[src/rtl/qos_arb_pkg.sv]
package qos_arb_pkg;

    typedef enum logic [1:0] {
        WIN_NONE = 2'd0,
        WIN_SLOT = 2'd1,
        WIN_PRIO = 2'd2,
        WIN_ROT  = 2'd3
    } win_src_e;

endpackage

[src/rtl/qos_arb_tables.sv]
module qos_arb_tables #(
    parameter int N_AGENTS = 4,
    parameter int N_SLOTS  = 16,
    parameter int PRI_W    = 2,
    parameter int CFG_AW   = 5,
    parameter int CFG_DW   = 4,
    parameter int IDX_W    = (N_AGENTS > 1) ? $clog2(N_AGENTS) : 1,
    parameter int SLOT_W   = (N_SLOTS > 1) ? $clog2(N_SLOTS) : 1
) (
    input  logic                      clk,
    input  logic                      rst_n,
    input  logic                      cfg_we,
    input  logic [CFG_AW-1:0]         cfg_addr,
    input  logic [CFG_DW-1:0]         cfg_wdata,
    input  logic                      act_bank,
    input  logic [SLOT_W-1:0]         rd_slot,
    output logic [IDX_W-1:0]          slot_owner,
    output logic [N_AGENTS*PRI_W-1:0] pri_flat
);

    localparam int N_BANKS = 2;

    logic [IDX_W-1:0] slot_q [N_BANKS][N_SLOTS];
    logic [IDX_W-1:0] slot_d [N_BANKS][N_SLOTS];
    logic [PRI_W-1:0] pri_q  [N_BANKS][N_AGENTS];
    logic [PRI_W-1:0] pri_d  [N_BANKS][N_AGENTS];
    logic [CFG_AW-1:0] agent_off;
    logic              shadow;
    logic              unused_bits;

    assign shadow      = ~act_bank;
    assign agent_off   = cfg_addr - CFG_AW'(N_SLOTS);
    assign unused_bits = ^{agent_off, cfg_wdata};

    always_comb begin
        slot_d = slot_q;
        pri_d  = pri_q;
        if (cfg_we) begin
            if (cfg_addr < CFG_AW'(N_SLOTS)) begin
                slot_d[shadow][cfg_addr[SLOT_W-1:0]] = cfg_wdata[IDX_W-1:0];
            end else if (cfg_addr < CFG_AW'(N_SLOTS + N_AGENTS)) begin
                pri_d[shadow][agent_off[IDX_W-1:0]] = cfg_wdata[PRI_W-1:0];
            end
        end
    end

    always_ff @(posedge clk) begin
        if (!rst_n) begin
            for (int b = 0; b < N_BANKS; b++) begin
                for (int s = 0; s < N_SLOTS; s++) begin
                    slot_q[b][s] <= IDX_W'(s % N_AGENTS);
                end
                for (int a = 0; a < N_AGENTS; a++) begin
                    pri_q[b][a] <= '0;
                end
            end
        end else begin
            slot_q <= slot_d;
            pri_q  <= pri_d;
        end
    end

    assign slot_owner = slot_q[act_bank][rd_slot];

    for (genvar g = 0; g < N_AGENTS; g++) begin : g_pri_out
        assign pri_flat[g*PRI_W +: PRI_W] = pri_q[act_bank][g];
    end

endmodule

[src/rtl/qos_arb_select.sv]
module qos_arb_select
    import qos_arb_pkg::*;
#(
    parameter int N_AGENTS = 4,
    parameter int PRI_W    = 2,
    parameter int IDX_W    = (N_AGENTS > 1) ? $clog2(N_AGENTS) : 1
) (
    input  logic [N_AGENTS-1:0]       req,
    input  logic [IDX_W-1:0]          slot_owner,
    input  logic [N_AGENTS*PRI_W-1:0] pri_flat,
    input  logic [IDX_W-1:0]          rot_last,
    output logic                      win_valid,
    output logic [IDX_W-1:0]          win_idx,
    output win_src_e                  win_src
);

    logic [PRI_W-1:0] pri [N_AGENTS];

    for (genvar g = 0; g < N_AGENTS; g++) begin : g_pri_split
        assign pri[g] = pri_flat[g*PRI_W +: PRI_W];
    end

    logic [PRI_W-1:0] best_lvl;
    logic [IDX_W-1:0] prio_idx;
    logic             prio_hit;
    logic [IDX_W-1:0] rot_idx;
    logic             rot_hit;

    // Highest nonzero level; scanning downward with >= keeps the lowest index on ties.
    always_comb begin
        best_lvl = '0;
        prio_idx = '0;
        prio_hit = 1'b0;
        for (int i = N_AGENTS - 1; i >= 0; i--) begin
            if (req[IDX_W'(i)] && (pri[IDX_W'(i)] != '0) && (pri[IDX_W'(i)] >= best_lvl)) begin
                best_lvl = pri[IDX_W'(i)];
                prio_idx = IDX_W'(i);
                prio_hit = 1'b1;
            end
        end
    end

    // Rotating search over level-0 requesters, starting after the last rotation winner.
    always_comb begin
        logic [IDX_W-1:0] cand;
        rot_idx = '0;
        rot_hit = 1'b0;
        for (int k = 1; k <= N_AGENTS; k++) begin
            cand = IDX_W'((int'(rot_last) + k) % N_AGENTS);
            if (!rot_hit && req[cand] && (pri[cand] == '0)) begin
                rot_hit = 1'b1;
                rot_idx = cand;
            end
        end
    end

    always_comb begin
        win_valid = 1'b1;
        win_idx   = '0;
        win_src   = WIN_NONE;
        if (req[slot_owner]) begin
            win_idx = slot_owner;
            win_src = WIN_SLOT;
        end else if (prio_hit) begin
            win_idx = prio_idx;
            win_src = WIN_PRIO;
        end else if (rot_hit) begin
            win_idx = rot_idx;
            win_src = WIN_ROT;
        end else begin
            win_valid = 1'b0;
        end
    end

endmodule

[src/rtl/mem_qos_arbiter.sv]
module mem_qos_arbiter
    import qos_arb_pkg::*;
#(
    parameter int N_AGENTS = 4,
    parameter int N_SLOTS  = 16,
    parameter int PRI_W    = 2,
    parameter int CFG_AW   = 5,
    parameter int CFG_DW   = 4
) (
    input  logic                  clk,
    input  logic                  rst_n,
    input  logic [N_AGENTS-1:0]   req,
    input  logic [N_AGENTS-1:0]   done,
    output logic [N_AGENTS-1:0]   gnt,
    input  logic                  cfg_we,
    input  logic [CFG_AW-1:0]     cfg_addr,
    input  logic [CFG_DW-1:0]     cfg_wdata,
    output logic                  active_bank,
    output logic                  swap_pending,
    output logic [((N_SLOTS > 1) ? $clog2(N_SLOTS) : 1)-1:0] slot_idx
);

    localparam int IDX_W     = (N_AGENTS > 1) ? $clog2(N_AGENTS) : 1;
    localparam int SLOT_W    = (N_SLOTS > 1) ? $clog2(N_SLOTS) : 1;
    localparam int CTRL_ADDR = N_SLOTS + N_AGENTS;

    typedef struct packed {
        logic [N_AGENTS-1:0] gnt;
        logic [SLOT_W-1:0]   wptr;
        logic [IDX_W-1:0]    rot_last;
        logic                bank;
        logic                swap_pend;
    } arb_state_t;

    arb_state_t state_d, state_q;

    logic [IDX_W-1:0]          slot_owner;
    logic [N_AGENTS*PRI_W-1:0] pri_flat;
    logic                      win_valid;
    logic [IDX_W-1:0]          win_idx;
    win_src_e                  win_src;

    qos_arb_tables #(
        .N_AGENTS(N_AGENTS), .N_SLOTS(N_SLOTS), .PRI_W(PRI_W),
        .CFG_AW(CFG_AW), .CFG_DW(CFG_DW), .IDX_W(IDX_W), .SLOT_W(SLOT_W)
    ) u_tables (
        .clk        (clk),
        .rst_n      (rst_n),
        .cfg_we     (cfg_we),
        .cfg_addr   (cfg_addr),
        .cfg_wdata  (cfg_wdata),
        .act_bank   (state_q.bank),
        .rd_slot    (state_q.wptr),
        .slot_owner (slot_owner),
        .pri_flat   (pri_flat)
    );

    qos_arb_select #(
        .N_AGENTS(N_AGENTS), .PRI_W(PRI_W), .IDX_W(IDX_W)
    ) u_select (
        .req        (req),
        .slot_owner (slot_owner),
        .pri_flat   (pri_flat),
        .rot_last   (state_q.rot_last),
        .win_valid  (win_valid),
        .win_idx    (win_idx),
        .win_src    (win_src)
    );

    logic held;
    logic finishing;

    assign held      = |state_q.gnt;
    assign finishing = |(state_q.gnt & (done | ~req));

    always_comb begin
        state_d = state_q;
        if (cfg_we && (cfg_addr == CFG_AW'(CTRL_ADDR)) && cfg_wdata[0]) begin
            state_d.swap_pend = 1'b1;
        end
        if (held) begin
            if (finishing) begin
                state_d.gnt  = '0;
                state_d.wptr = (state_q.wptr == SLOT_W'(N_SLOTS - 1)) ? '0
                                                                     : state_q.wptr + SLOT_W'(1);
            end
        end else if (state_q.swap_pend && (state_q.wptr == '0)) begin
            state_d.bank      = ~state_q.bank;
            state_d.swap_pend = 1'b0;
        end else if (win_valid) begin
            state_d.gnt = N_AGENTS'(1) << win_idx;
            if (win_src == WIN_ROT) begin
                state_d.rot_last = win_idx;
            end
        end
    end

    always_ff @(posedge clk) begin
        if (!rst_n) begin
            state_q.gnt       <= '0;
            state_q.wptr      <= '0;
            state_q.rot_last  <= IDX_W'(N_AGENTS - 1);
            state_q.bank      <= 1'b0;
            state_q.swap_pend <= 1'b0;
        end else begin
            state_q <= state_d;
        end
    end

    assign gnt          = state_q.gnt & req;
    assign active_bank  = state_q.bank;
    assign swap_pending = state_q.swap_pend;
    assign slot_idx     = state_q.wptr;

endmodule

[config.mk]
export PLATFORM = sky130hd
export DESIGN_NAME = mem_qos_arbiter
export DESIGN_NICKNAME = d
export VERILOG_FILES = /design/src/rtl/qos_arb_pkg.sv /design/src/rtl/qos_arb_tables.sv /design/src/rtl/qos_arb_select.sv /design/src/rtl/mem_qos_arbiter.sv
export SDC_FILE = /design/constraint.sdc
export NUM_CORES = 1
export LEC_CHECK = 0
export ABC_AREA = 1
export CAP_MARGIN = 40
export CELL_PAD_IN_SITES_DETAIL_PLACEMENT = 1
export CELL_PAD_IN_SITES_GLOBAL_PLACEMENT = 1
export CORE_MARGIN = 5
export CORE_UTILIZATION = 45
export CTS_CLUSTER_DIAMETER = 120
export DETAILED_ROUTE_END_ITERATION = 6
export HOLD_SLACK_MARGIN = 0.1
export PLACE_DENSITY = 0.94
export SLEW_MARGIN = 40
export SYNTH_ARGS = -nofsm -noshare
export SYNTH_HDL_FRONTEND = slang
export SYNTH_HIERARCHICAL = 1
export SYNTH_SLANG_ARGS = --single-unit
[constraint.sdc]
create_clock -name clk -period 5.8 [get_ports clk]
set_input_delay 0.87 -clock clk [delete_from_list [all_inputs] [get_ports clk]]
set_output_delay 0.87 -clock clk [all_outputs]
set_load 0.01 [all_outputs]
==> flow_summary.json <==
{
  "grt_pass1_wl_um": 27200,
  "status": "finished clean",
  "cts_resized": 0,
  "fin_crit_ps": 3440,
  "portBuffers": 27,
  "dr_total_vias": 5363,
  "synth-async-reset-ratio_pct": 0,
  "ir_worst_vdd_v": 0.000195,
  "wl_um": 16500,
  "place_area_um2": 5380,
  "synth-seq-cells": 92,
  "leakagePower_nw": 2.56,
  "startpoint": "active_bank$_SDFFE_PN0P_",
  "netlist_top_cells_area": "dfxtp_1, nand2_1, nand3_1",
  "start_util_pct": 45.5,
  "n_antenna_cell": 0,
  "drt_iter0_drc": 284,
  "area_growth_pct": 9.96,
  "insertion_delay_ps": 340,
  "routed_via_density": 5.71,
  "final_hold_viol_count": 0,
  "clk_root_buffer_cell": "clkbuf_16",
  "dp_hpwl_um": 10800,
  "p_int_mw": 1.27,
  "synth_nets": 814,
  "dominantRegCellSynth": "dfxtp_1",
  "cp-end-kind": "flop",
  "synth_cell_types": 36,
  "postCtsSetupBuffers": 0,
  "grt_pass1_vias": 5772,
  "wl_per_cell_um": 17.5,
  "clk_pin_slew_worst_paths_ps": 70,
  "yosysMostFrequentCell": "nand2_1",
  "yosys.area.top_type_share_pct": 35.6,
  "hold_start": "u_tables/slot_q[13]$_SDFFE_PN0P_",
  "fmax_mhz": 291,
  "maxCapViolations": 0,
  "layout-drive-gt1-share_pct": 8.41,
  "hold_class": "flop to flop",
  "tightest_slew_ps": 799,
  "fin_tns_setup_ps": 0,
  "dr.pass1.iters": 5,
  "critPathMaxFanout": 45,
  "grt_max_degree": 85,
  "synth_area_um2": 5180,
  "cts_hold_buf": 0,
  "fin_crit_sh_pct": 59.3,
  "slew_headroom_pct": 46.7,
  "die_w_um": 117,
  "syn_avg_cell_area_um2": 6.54,
  "synth-edff-count": 0,
  "ant_nets": 0,
  "cts_buffers": 9,
  "seq_power_share_pct": 34.1,
  "die_area_um2": 13800,
  "remaining_drc_errors": 0,
  "dieHeight_um": 117,
  "antenna_found_initial": 0,
  "rsz0062_at_grt": "no",
  "worstSetupPathType": "flop to flop",
  "netlist_top_cells_count": "nand2_1, dfxtp_1, nand3_1, inv_1, a21oi_1",
  "ios": 30,
  "rows": 39,
  "p_comb_share_pct": 35.4,
  "grt_overflow": 0,
  "h-tree-depth": 3,
  "yosys.area.top_type": "dfxtp_1",
  "r2r_start": "active_bank$_SDFFE_PN0P_",
  "cp_data_required_time_ps": 5980,
  "cts.sinks": 92,
  "netlist_instances": 792,
  "cts_tree": "built",
  "layout.nets": 814,
  "track_usage_pct": 24.9,
  "final_area_um2": 5690,
  "p_switching_mw": 0.803,
  "power.density_nw_per_um2": 365,
  "cp-start-kind": "flop",
  "arrival_ps": 3620,
  "fp.coreArea_um2": 11400,
  "switching_share_pct": 38.7,
  "gp_congestion": 0.909,
  "setup_viol": 0,
  "clock_path_buffers": 2,
  "fin_skew_ps": 11.1,
  "synth_warnings": 6,
  "ys_seq_area_share_pct": 35.6,
  "clockPowerShare_pct": 30.5,
  "slew_viol_final": 0
}
sequential cells by signal (all words and copies together) (netlist names):
name,cells
swap_pending,1
active_bank,1
state_q,6
u_tables/pri_q,16
u_tables/slot_q,64
slot_idx,4
final cells by class:
cell class                 count  area (um2)
sequential                    92        1850
clock buffer                  12         246
tap                          143         179
inverter                      68         267
clock inverter                 4        71.3
multi-input combinational    591        2800
timing repair buffer          30         288
fill                        1520        5680
critical path: stages (launching register included):
cell and delay, ps:
dfxtp_4 730, inv_4 360, nand2_1 140, nand3_1 100
nand3_1 110, nand2_1 100, nand2_1 100, nand2_1 90
nand2_1 70, nand2_1 140, a21oi_1 170, o21ai_0 130
nand2_1 110, inv_1 70, nand4_1 120, inv_1 90
nor2_1 120, nand3_1 200, nand2_1 170, o211ai_1 110
through the flow:
stage | util, % | instances | power (mW) | hold slack (ps) | setup WS (ps)
floorplan | - | 792 | 1.24 | 440 | 3430
finish | 50.1 | 940 | 2.08 | 469 | 2360
global placement | 47.2 | 924 | 1.36 | 450 | 2390
CTS | 50.1 | 940 | 2.07 | 469 | 2380
detailed placement | 47.3 | 924 | 1.42 | 461 | 2520
global route | 50.1 | 940 | 2.20 | 504 | 2060
power groups by stage:
stage / sequential [mW] / combinational, mW / clock, mW
floorplan: 0.696 / 0.548 / 0
detailed placement: 0.722 / 0.698 / 0
CTS: 0.708 / 0.723 / 0.643
global placement: 0.716 / 0.649 / 0
global route: 0.714 / 0.811 / 0.674
finish: 0.708 / 0.735 / 0.634
cell usage in the layout (no fill, tap or decap), types with 2 or more instances in the layout:
master,count
nand2_1,264
dfxtp_1,91
nand3_1,77
inv_1,58
a21oi_1,57
o21ai_0,55
nor2_1,54
o211ai_1,30
clkdlybuf4s50_1,26
nor2_2,20
nor2_4,10
clkbuf_16,9
inv_2,7
nand2_2,4
nor3_1,4
buf_4,3
o21ai_1,3
nand4_1,2
ha_1,2
clkbuf_1,2
bufinv_16,2
clkinv_2,2
inv_4,2
worst paths after layout:
path              slack [ps]  depth (start not counted)                               end
setup / recovery        2360                         19           state_q[2]$_SDFFE_PN1P_
hold / removal           470                          2  u_tables/slot_q[13]$_SDFFE_PN0P_
setup reg to reg        2360                         19           state_q[2]$_SDFFE_PN1P_
hold reg to reg          470                          2  u_tables/slot_q[13]$_SDFFE_PN0P_
metal layers:
| metal | track usage (%) | share of wire [%] | routed length (um) | up-vias |
|---|---|---|---|---|
| li1 | - | - | - | 2561 |
| met1 | 28.1 | 41 | 6760 | 2619 |
| met2 | 45.2 | 52 | 8590 | 128 |
| met3 | 3.50 | 3.0 | 490 | 55 |
| met4 | 13.1 | 4.0 | 652 | 0 |
| met5 | 0 | 0 | 0 | - |
cell families after synthesis:
| logic type | Yosys count | share of synthesized area, % |
|---|---|---|
| AOI/OAI and AO/OA | 147 | 15.7 |
| xor gates and xnor gates | 2 | 0.338 |
| adders and majority gates | 2 | 0.483 |
| buffers and inverters | 109 | 10.4 |
| DFF | 92 | 35.6 |
| and+or+nand+nor | 440 | 37.5 |
No activity file was read; power rests on OpenSTA's default activity.
